`src/rtl/minred_pkg.sv`:
```
`timescale 1ns/1ps
// Shared definitions for the minimum-reduction tree.
// Assumes: index field above distance field inside each beat.
package minred_pkg;
    localparam int DEF_IDX_W  = 32;
    localparam int DEF_DIST_W = 32;

    // Selects what a node register keeps: whole beat, or index only.
    typedef enum logic {
        NODE_FULL  = 1'b0,
        NODE_INDEX = 1'b1
    } node_kind_e;
endpackage

```
`src/rtl/minred_cmp.sv`:
```
`timescale 1ns/1ps
// Pairwise selector: picks the beat with the smaller distance.
// Assumes: distances are non-negative, so an unsigned compare is exact.
// The upper input wins ties, keeping the lower index on equal distance.
module minred_cmp #(
    parameter int IDX_W  = 32,
    parameter int DIST_W = 32,
    localparam int BEAT_W = IDX_W + DIST_W
) (
    input  logic [BEAT_W-1:0] up_beat,
    input  logic [BEAT_W-1:0] lo_beat,
    output logic [BEAT_W-1:0] win_beat
);
    logic [DIST_W-1:0] up_dist;
    logic [DIST_W-1:0] lo_dist;

    // Slice distances and choose the winner, upper branch on ties.
    always_comb begin
        up_dist  = up_beat[DIST_W-1:0];
        lo_dist  = lo_beat[DIST_W-1:0];
        win_beat = (up_dist <= lo_dist) ? up_beat : lo_beat;
    end
endmodule

```
`src/rtl/minred_node.sv`:
```
`timescale 1ns/1ps
// One registered tree node. It joins two child streams, selects the
// nearer candidate and holds the result in an output register.
// Assumes: both children deliver beats of the same set in the same order.
// The register is refilled when it is empty or being drained.
module minred_node
    import minred_pkg::*;
#(
    parameter int         IDX_W  = 32,
    parameter int         DIST_W = 32,
    parameter node_kind_e KIND   = NODE_FULL,
    localparam int BEAT_W = IDX_W + DIST_W,
    localparam int OUT_W  = (KIND == NODE_FULL) ? BEAT_W : IDX_W
) (
    input  logic              clk,
    input  logic              rst_n,
    input  logic [BEAT_W-1:0] up_data,
    input  logic              up_valid,
    input  logic              up_last,
    output logic              up_ready,
    input  logic [BEAT_W-1:0] lo_data,
    input  logic              lo_valid,
    input  logic              lo_last,
    output logic              lo_ready,
    output logic [OUT_W-1:0]  out_data,
    output logic              out_valid,
    output logic              out_last,
    input  logic              out_ready
);
    logic              room;
    logic              take;
    logic [BEAT_W-1:0] win_beat;
    logic [OUT_W-1:0]  next_out;

    minred_cmp #(
        .IDX_W  (IDX_W),
        .DIST_W (DIST_W)
    ) u_cmp (
        .up_beat  (up_data),
        .lo_beat  (lo_data),
        .win_beat (win_beat)
    );

    // Keep the whole beat for inner nodes, only the index at the root.
    generate
        if (KIND == NODE_FULL) begin : g_full
            assign next_out = win_beat;
        end else begin : g_index
            assign next_out = win_beat[BEAT_W-1:DIST_W];
        end
    endgenerate

    // Joint acceptance: both children move together, only when space exists.
    always_comb begin
        room     = !out_valid || out_ready;
        take     = up_valid && lo_valid && room;
        up_ready = lo_valid && room;
        lo_ready = up_valid && room;
    end

    // Output register: load on acceptance, clear when drained.
    always_ff @(posedge clk) begin
        if (!rst_n) begin
            out_valid <= 1'b0;
            out_data  <= '0;
            out_last  <= 1'b0;
        end else if (take) begin
            out_valid <= 1'b1;
            out_data  <= next_out;
            out_last  <= up_last && lo_last;
        end else if (out_ready) begin
            out_valid <= 1'b0;
        end
    end

    AST_HOLD_STALL: assert property (@(posedge clk) disable iff (!rst_n)
        (out_valid && !out_ready) |=> (out_valid && $stable(out_data) && $stable(out_last)));
    AST_PAIR_TAKE: assert property (@(posedge clk) disable iff (!rst_n)
        (up_valid && up_ready) |-> (lo_valid && lo_ready));
    AST_LAST_JOIN: assert property (@(posedge clk) disable iff (!rst_n)
        (up_valid && lo_valid && room) |=> (out_last == ($past(up_last) && $past(lo_last))));
    AST_TIE_UPPER: assert property (@(posedge clk) disable iff (!rst_n)
        (up_valid && lo_valid && room && (up_data[DIST_W-1:0] == lo_data[DIST_W-1:0]))
        |=> (out_data[OUT_W-1 -: IDX_W] == $past(up_data[BEAT_W-1:DIST_W])));
    AST_UPPER_NEARER: assert property (@(posedge clk) disable iff (!rst_n)
        (up_valid && lo_valid && room && (up_data[DIST_W-1:0] < lo_data[DIST_W-1:0]))
        |=> (out_data[OUT_W-1 -: IDX_W] == $past(up_data[BEAT_W-1:DIST_W])));
    AST_LOWER_NEARER: assert property (@(posedge clk) disable iff (!rst_n)
        (up_valid && lo_valid && room && (lo_data[DIST_W-1:0] < up_data[DIST_W-1:0]))
        |=> (out_data[OUT_W-1 -: IDX_W] == $past(lo_data[BEAT_W-1:DIST_W])));
endmodule

```
`src/rtl/minred_tree.sv`:
```
`timescale 1ns/1ps
// Minimum-reduction tree over NUM_IN candidate streams.
// Nodes are numbered as a heap: node n has children 2n and 2n+1, and
// stream i is leaf NUM_IN+i, so stream 0 sits on the leftmost branch.
// Assumes: NUM_IN is a power of two, at least 2.
module minred_tree
    import minred_pkg::*;
#(
    parameter int NUM_IN = 4,
    parameter int IDX_W  = DEF_IDX_W,
    parameter int DIST_W = DEF_DIST_W,
    localparam int BEAT_W = IDX_W + DIST_W,
    localparam int LEVELS = $clog2(NUM_IN),
    localparam int SLOTS  = 2 * NUM_IN
) (
    input  logic                     clk,
    input  logic                     rst_n,
    input  logic [NUM_IN*BEAT_W-1:0] s_data,
    input  logic [NUM_IN-1:0]        s_valid,
    input  logic [NUM_IN-1:0]        s_last,
    output logic [NUM_IN-1:0]        s_ready,
    output logic [IDX_W-1:0]         m_idx,
    output logic                     m_valid,
    output logic                     m_last,
    input  logic                     m_ready
);
    // Edges of the tree below the root, by heap slot.
    logic [BEAT_W-1:0] t_data  [2:SLOTS-1];
    logic              t_valid [2:SLOTS-1];
    logic              t_last  [2:SLOTS-1];
    logic              t_ready [2:SLOTS-1];

    // Leaves: attach the input streams in ascending order.
    generate
        for (genvar i = 0; i < NUM_IN; i++) begin : g_leaf
            assign t_data[NUM_IN+i]  = s_data[i*BEAT_W +: BEAT_W];
            assign t_valid[NUM_IN+i] = s_valid[i];
            assign t_last[NUM_IN+i]  = s_last[i];
            assign s_ready[i]        = t_ready[NUM_IN+i];
        end
    endgenerate

    // Internal nodes: the root keeps only the index, the others the whole beat.
    generate
        for (genvar n = 1; n < NUM_IN; n++) begin : g_node
            if (n == 1) begin : g_root
                minred_node #(
                    .IDX_W  (IDX_W),
                    .DIST_W (DIST_W),
                    .KIND   (NODE_INDEX)
                ) u_node (
                    .clk       (clk),
                    .rst_n     (rst_n),
                    .up_data   (t_data[2]),
                    .up_valid  (t_valid[2]),
                    .up_last   (t_last[2]),
                    .up_ready  (t_ready[2]),
                    .lo_data   (t_data[3]),
                    .lo_valid  (t_valid[3]),
                    .lo_last   (t_last[3]),
                    .lo_ready  (t_ready[3]),
                    .out_data  (m_idx),
                    .out_valid (m_valid),
                    .out_last  (m_last),
                    .out_ready (m_ready)
                );
            end else begin : g_inner
                minred_node #(
                    .IDX_W  (IDX_W),
                    .DIST_W (DIST_W),
                    .KIND   (NODE_FULL)
                ) u_node (
                    .clk       (clk),
                    .rst_n     (rst_n),
                    .up_data   (t_data[2*n]),
                    .up_valid  (t_valid[2*n]),
                    .up_last   (t_last[2*n]),
                    .up_ready  (t_ready[2*n]),
                    .lo_data   (t_data[2*n+1]),
                    .lo_valid  (t_valid[2*n+1]),
                    .lo_last   (t_last[2*n+1]),
                    .lo_ready  (t_ready[2*n+1]),
                    .out_data  (t_data[n]),
                    .out_valid (t_valid[n]),
                    .out_last  (t_last[n]),
                    .out_ready (t_ready[n])
                );
            end
        end
    endgenerate

    AST_IDLE_NO_READY: assert property (@(posedge clk) disable iff (!rst_n)
        (s_valid == '0) |-> (s_ready == '0));
    AST_OUT_HOLD: assert property (@(posedge clk) disable iff (!rst_n)
        (m_valid && !m_ready) |=> (m_valid && $stable(m_idx) && $stable(m_last)));

    // Depth sanity for the elaborated configuration (documentation aid).
    localparam int DEPTH_CHECK = LEVELS;
    if (DEPTH_CHECK < 1) begin : g_bad_depth
        $error("minred_tree needs at least two inputs");
    end
endmodule

```
`config.mk`:
```
export PLATFORM = sky130hd
export DESIGN_NAME = minred_tree
export DESIGN_NICKNAME = d
export VERILOG_FILES = /design/src/rtl/minred_pkg.sv /design/src/rtl/minred_cmp.sv /design/src/rtl/minred_node.sv /design/src/rtl/minred_tree.sv
export SDC_FILE = /design/constraint.sdc
export NUM_CORES = 1
export LEC_CHECK = 0
export BUFFER_PORTS_ARGS = -buffer_cell sky130_fd_sc_hd__buf_2
export CAP_MARGIN = 25
export CORE_UTILIZATION = 59
export CTS_BUF_LIST = sky130_fd_sc_hd__clkbuf_2
export DETAILED_ROUTE_END_ITERATION = 12
export HOLD_SLACK_MARGIN = 0.03
export PLACE_DENSITY = 0.89
export SLEW_MARGIN = 20
export SYNTH_ARGS = -nofsm -noshare
export SYNTH_HDL_FRONTEND = slang
export SYNTH_SLANG_ARGS = --single-unit
```
`constraint.sdc`:
```
create_clock -name clk -period 4.8 [get_ports clk]
set_input_delay 0.96 -clock clk [delete_from_list [all_inputs] [get_ports clk]]
set_output_delay 0.96 -clock clk [all_outputs]
set_load 0.03 [all_outputs]
```
==> impl_results.rst <==
.. list-table::
   :header-rows: 1

   * - Metric
     - Value
   * - Clock tree root driver cell
     - sky130_fd_sc_hd__clkbuf_2
   * - Worst-margin pin slew
     - between 1000 and 1500 ps
   * - Nets
     - approximately 2000
   * - First-pass GRT wire length
     - roughly 53000 um
   * - Pin count of the biggest net entering global routing
     - ~120
   * - Path category of the worst min-delay check
     - in -> reg
   * - Final setup violation count
     - 0
   * - Cell type with the largest total area after synthesis
     - sky130_fd_sc_hd__dfxtp_1
   * - Min Tclk post-route
     - about 3400 ps
   * - Number of remaining DRC errors
     - 0
   * - Global-route usage over all layers
     - 0.362
   * - Static Leak
     - around 0.0053 uW
   * - Area used by multi-input combinational logic
     - around 6600 um^2
   * - Top cells by area in the synthesized netlist
     - sky130_fd_sc_hd__dfxtp_1 (31%), sky130_fd_sc_hd__o211ai_1 (11%), sky130_fd_sc_hd__ha_1 (11%), sky130_fd_sc_hd__nand2_1 (6.3%), sky130_fd_sc_hd__nand3_1 (3.5%)
   * - First-iteration detailed-routing DRC count
     - roughly 1500
   * - Worst clock skew
     - around 53 ps
   * - Final critical-path share of the clock period
     - 0.703
   * - Number of routed nets with antenna violations
     - 0
   * - Number of non-filler instances in the completed layout
     - about 1800
   * - Headroom to the max-slew limit
     - 0.313
   * - Wirelength per Cell
     - 18.7 um
   * - Seq cells post-synth
     - between 150 and 200
   * - Cell at the slowest stage of the critical path
     - sky130_fd_sc_hd__o21ai_0
   * - Number of antenna violations at the first check in global routing
     - 3
   * - Power per cell area
     - ~260 nW/um^2
   * - Startpoint of the lowest-slack hold path
     - s_data[175]
   * - Core area
     - around 18000 um^2
   * - Global Route met1 Usage
     - 0.520
   * - Number of filler cells placed in the layout
     - roughly 1500
   * - Setup Buffers After CTS
     - 0
   * - Instance count of the mapped netlist
     - approximately 1400
   * - Number of flops mapped to enable cells by yosys
     - 0
   * - Max-slew violation total from the final report
     - 0
   * - Wire length reported by the detailed router
     - roughly 34000 um
   * - Highest clock frequency the design can meet
     - 296 MHz
   * - Net Count, Synth
     - between 1500 and 2000
   * - Worst Hold Path Cells
     - 3
   * - Row count
     - just under 50
   * - Clock Tree Buf Depth
     - 2
   * - Utilization of the core after routing
     - 0.698
   * - FF-to-FF End
     - g_node[1].g_root.u_node.out_data[3]$_SDFFE_PN0P_
   * - Post-Layout Inst Area
     - 12500 um^2
   * - Sum of net half-perimeters after detailed placement
     - 25000 um
   * - Sum of negative setup slack
     - 0 ps
   * - Post-synth ARST share
     - 0
   * - Worst path cell trace
     - nor2b_1, o21ai_0, and2_1, buf_2
   * - Post-Synthesis Cell Area
     - 10800 um^2
   * - Via count normalized by instance count
     - between 6 and 7
   * - Die area
     - ~19000 um^2
   * - Met2 demand-to-capacity share in global routing
     - 0.523
   * - Number of top-level pins
     - 305
   * - Worst Path Arrival
     - ~2400 ps
   * - Sort of element at the end of the critical path
     - primary output
   * - Worst R2R Setup Slack
     - 1690 ps
   * - Kind of start point of the critical path
     - flip-flop
   * - Category of the most critical setup path
     - reg -> out
   * - Avg Cell Area, Syn
     - between 7 and 8 um^2
   * - Number of hold buffers added after cts
     - 0
   * - Hold Worst Slack
     - around 380 ps
   * - Final hold vios
     - 0
   * - Instance area after placement
     - about 12000 um^2
   * - Sequential share of the synthesized area
     - 0.307
   * - Number of port buffers
     - a little over 300
   * - Post-synth top area share
     - 0.307
   * - YS warnings
     - 0
   * - Post-cts gate resize count
     - 0
   * - Number of sinks driven by the clock tree
     - 166
   * - Maximum fanout along the worst path
     - 5
   * - Largest stage delay on the critical path
     - between 500 and 600 ps
   * - Worst endpoint required time
     - between 3000 and 4000 ps
   * - Fraction of layout instances using a drive strength above 1
     - 0.233
   * - Outcome
     - completed
   * - Top flip-flop cell by instance count after synthesis
     - sky130_fd_sc_hd__dfxtp_1
   * - Growth of design area from synthesis to finish
     - 15.8%
   * - Number of buffers created by CTS
     - 17
   * - H-tree depth
     - 4
   * - Worst Reg-to-Reg Cells
     - 7
   * - Initial cell density of the core
     - 0.602
   * - Clock latency on the worst-skew pair
     - between 700 and 800 ps
   * - Worst IR drop on VDD
     - between 0.0001 and 0.00015 V
   * - GRT Residual Overflow
     - 0
   * - Setup repair after global routing missed its margin
     - no
   * - Die extent in x
     - 137 um
   * - Die Span Y
     - around 140 um
   * - Clock slew seen by the registers of the worst setup and hold paths
     - ~290 ps
   * - Hold endpoint
     - g_node[3].g_inner.u_node.out_data[47]$_SDFFE_PN0P_
   * - Cell count after placement
     - roughly 1800
   * - Number of global-route vias before repair
     - approximately 10000
   * - Last weighted congestion value of the routability-driven placer
     - 0.958
   * - Global-route met3 utilization
     - 0.0861
   * - Cell variety after synth
     - 49
   * - Clock tree from TritonCTS
     - built
   * - Number of iterations in the first detailed-routing pass
     - 8
   * - Layer with the highest usage after global routing
     - met2
   * - Via count of the routed design
     - between 10000 and 15000
   * - Worst flop-to-flop path startpoint
     - g_node[2].g_inner.u_node.out_data[31]$_SDFFE_PN0P_
   * - # Max-Cap Violations
     - 0
   * - Seq. cell area
     - approximately 3300 um^2
## worst max path at each step
stage                                                               from                                                  to  slack, ps  cells after the start
after detailed placement                                      s_data[77]  g_node[2].g_inner.u_node.out_data[55]$_SDFFE_PN0P_        880                      9
after global routing      g_node[1].g_root.u_node.out_valid$_SDFFE_PN0P_                                          s_ready[2]       1250                      4
final                     g_node[1].g_root.u_node.out_valid$_SDFFE_PN0P_                                          s_ready[2]       1430                      4
after CTS                 g_node[1].g_root.u_node.out_valid$_SDFFE_PN0P_                                          s_ready[2]       1350                      4
after floorplan                                               s_data[94]  g_node[2].g_inner.u_node.out_data[36]$_SDFFE_PN0P_       1830                      9
after global placement                                        s_data[77]  g_node[2].g_inner.u_node.out_data[50]$_SDFFE_PN0P_       1040                      9
## stage by stage
step / total power, uW / worst slack, ps
finish: 3240 / 1430
global route: 3410 / 1250
CTS: 3190 / 1350
detailed placement: 2480 / 880
global placement: 2460 / 1040
floorplan: 2160 / 1830
## cells in the final DEF (no fill, tap or decap), types with 3 or more instances in the layout
| cell type | Yosys | layout |
|---|---|---|
| sky130_fd_sc_hd__o21ai_0 | 42 | 42 |
| sky130_fd_sc_hd__o21a_1 | 3 | 3 |
| sky130_fd_sc_hd__dfxtp_1 | 166 | 166 |
| sky130_fd_sc_hd__a2111oi_0 | 32 | 32 |
| sky130_fd_sc_hd__a211oi_1 | 35 | 35 |
| sky130_fd_sc_hd__o2111ai_1 | 31 | 31 |
| sky130_fd_sc_hd__inv_8 | 0 | 3 |
| sky130_fd_sc_hd__a21o_1 | 4 | 4 |
| sky130_fd_sc_hd__inv_6 | 0 | 6 |
| sky130_fd_sc_hd__nand4_1 | 22 | 22 |
| sky130_fd_sc_hd__nand2_1 | 183 | 181 |
| sky130_fd_sc_hd__o211ai_1 | 161 | 161 |
| sky130_fd_sc_hd__and3_1 | 34 | 33 |
| sky130_fd_sc_hd__diode_2 | 0 | 5 |
| sky130_fd_sc_hd__and2_1 | 4 | 4 |
| sky130_fd_sc_hd__nor2_1 | 44 | 42 |
| sky130_fd_sc_hd__a221o_1 | 33 | 33 |
| sky130_fd_sc_hd__clkbuf_2 | 0 | 18 |
| sky130_fd_sc_hd__nor3b_1 | 33 | 33 |
| sky130_fd_sc_hd__nand3_1 | 76 | 75 |
| sky130_fd_sc_hd__buf_4 | 6 | 20 |
| sky130_fd_sc_hd__ha_1 | 96 | 96 |
| sky130_fd_sc_hd__nor4_1 | 6 | 6 |
| sky130_fd_sc_hd__nor3_1 | 67 | 66 |
| sky130_fd_sc_hd__nor2b_1 | 4 | 4 |
| sky130_fd_sc_hd__inv_1 | 101 | 101 |
| sky130_fd_sc_hd__a21oi_1 | 42 | 41 |
| sky130_fd_sc_hd__buf_2 | 17 | 303 |
## synthesized netlist by cell type (31+ instances only)
| cell | instances |
|---|---|
| sky130_fd_sc_hd__nand2_1 | 183 |
| sky130_fd_sc_hd__dfxtp_1 | 166 |
| sky130_fd_sc_hd__o211ai_1 | 161 |
| sky130_fd_sc_hd__inv_1 | 101 |
| sky130_fd_sc_hd__clkbuf_1 | 98 |
| sky130_fd_sc_hd__ha_1 | 96 |
| sky130_fd_sc_hd__nand3_1 | 76 |
| sky130_fd_sc_hd__nor3_1 | 67 |
| sky130_fd_sc_hd__nor2_1 | 44 |
| sky130_fd_sc_hd__a21oi_1 | 42 |
| sky130_fd_sc_hd__o21ai_0 | 42 |
| sky130_fd_sc_hd__a211oi_1 | 35 |
| sky130_fd_sc_hd__and3_1 | 34 |
| sky130_fd_sc_hd__a221o_1 | 33 |
| sky130_fd_sc_hd__nor3b_1 | 33 |
| sky130_fd_sc_hd__a2111oi_0 | 32 |
| sky130_fd_sc_hd__o2111ai_1 | 31 |
## sequential cells by signal, indices dropped and copies added (netlist names)
| register | cells |
|---|---|
| g_node.g_root.u_node.out_valid | 1 |
| g_node.g_root.u_node.out_data | 32 |
| g_node.g_inner.u_node.out_valid | 2 |
| g_node.g_inner.u_node.out_last | 2 |
| g_node.g_inner.u_node.out_data | 128 |
| g_node.g_root.u_node.out_last | 1 |
## where the power goes
group          switching [uW]  internal (uW)
clock network             562            165
logic                     639            341
registers                65.5           1470
total                    1270           1980
## metal layers
layer	vias up	share of wire
li1	5585	-
met1	5342	0.44
met2	703	0.43
met3	81	0.10
met4	0	0.027
met5	-	0
## layout make-up
| class | count | share of cell area |
|---|---|---|
| diodes | 5 | 0.000998 |
| clock buffers | 18 | 0.00719 |
| clock inverters | 14 | 0.0106 |
| inverters | 102 | 0.0305 |
| multi-input cells | 980 | 0.526 |
| flip-flops and latches | 166 | 0.265 |
| well taps | 229 | 0.0229 |
| repair buffers | 325 | 0.137 |
## cells by family (layout without fill, tap and decap cells)
logic type | after synthesis | in the layout | synth area share
compound gates | 401 | 401 | 0.276
fa+ha+maj | 96 | 96 | 0.111
flops | 166 | 166 | 0.307
other cells | 0 | 5 | 0
buf+inv | 241 | 459 | 0.0897
simple gates | 483 | 483 | 0.216
## worst max-delay path, delay by kind of cell (launching register included)
family	cells	cell delay, ps
buffers and inverters	1	220
AO/OA/AOI/OAI	1	590
flip-flops	1	380
AND/OR/NAND/NOR	2	450
(Power assumes the default switching activity.)
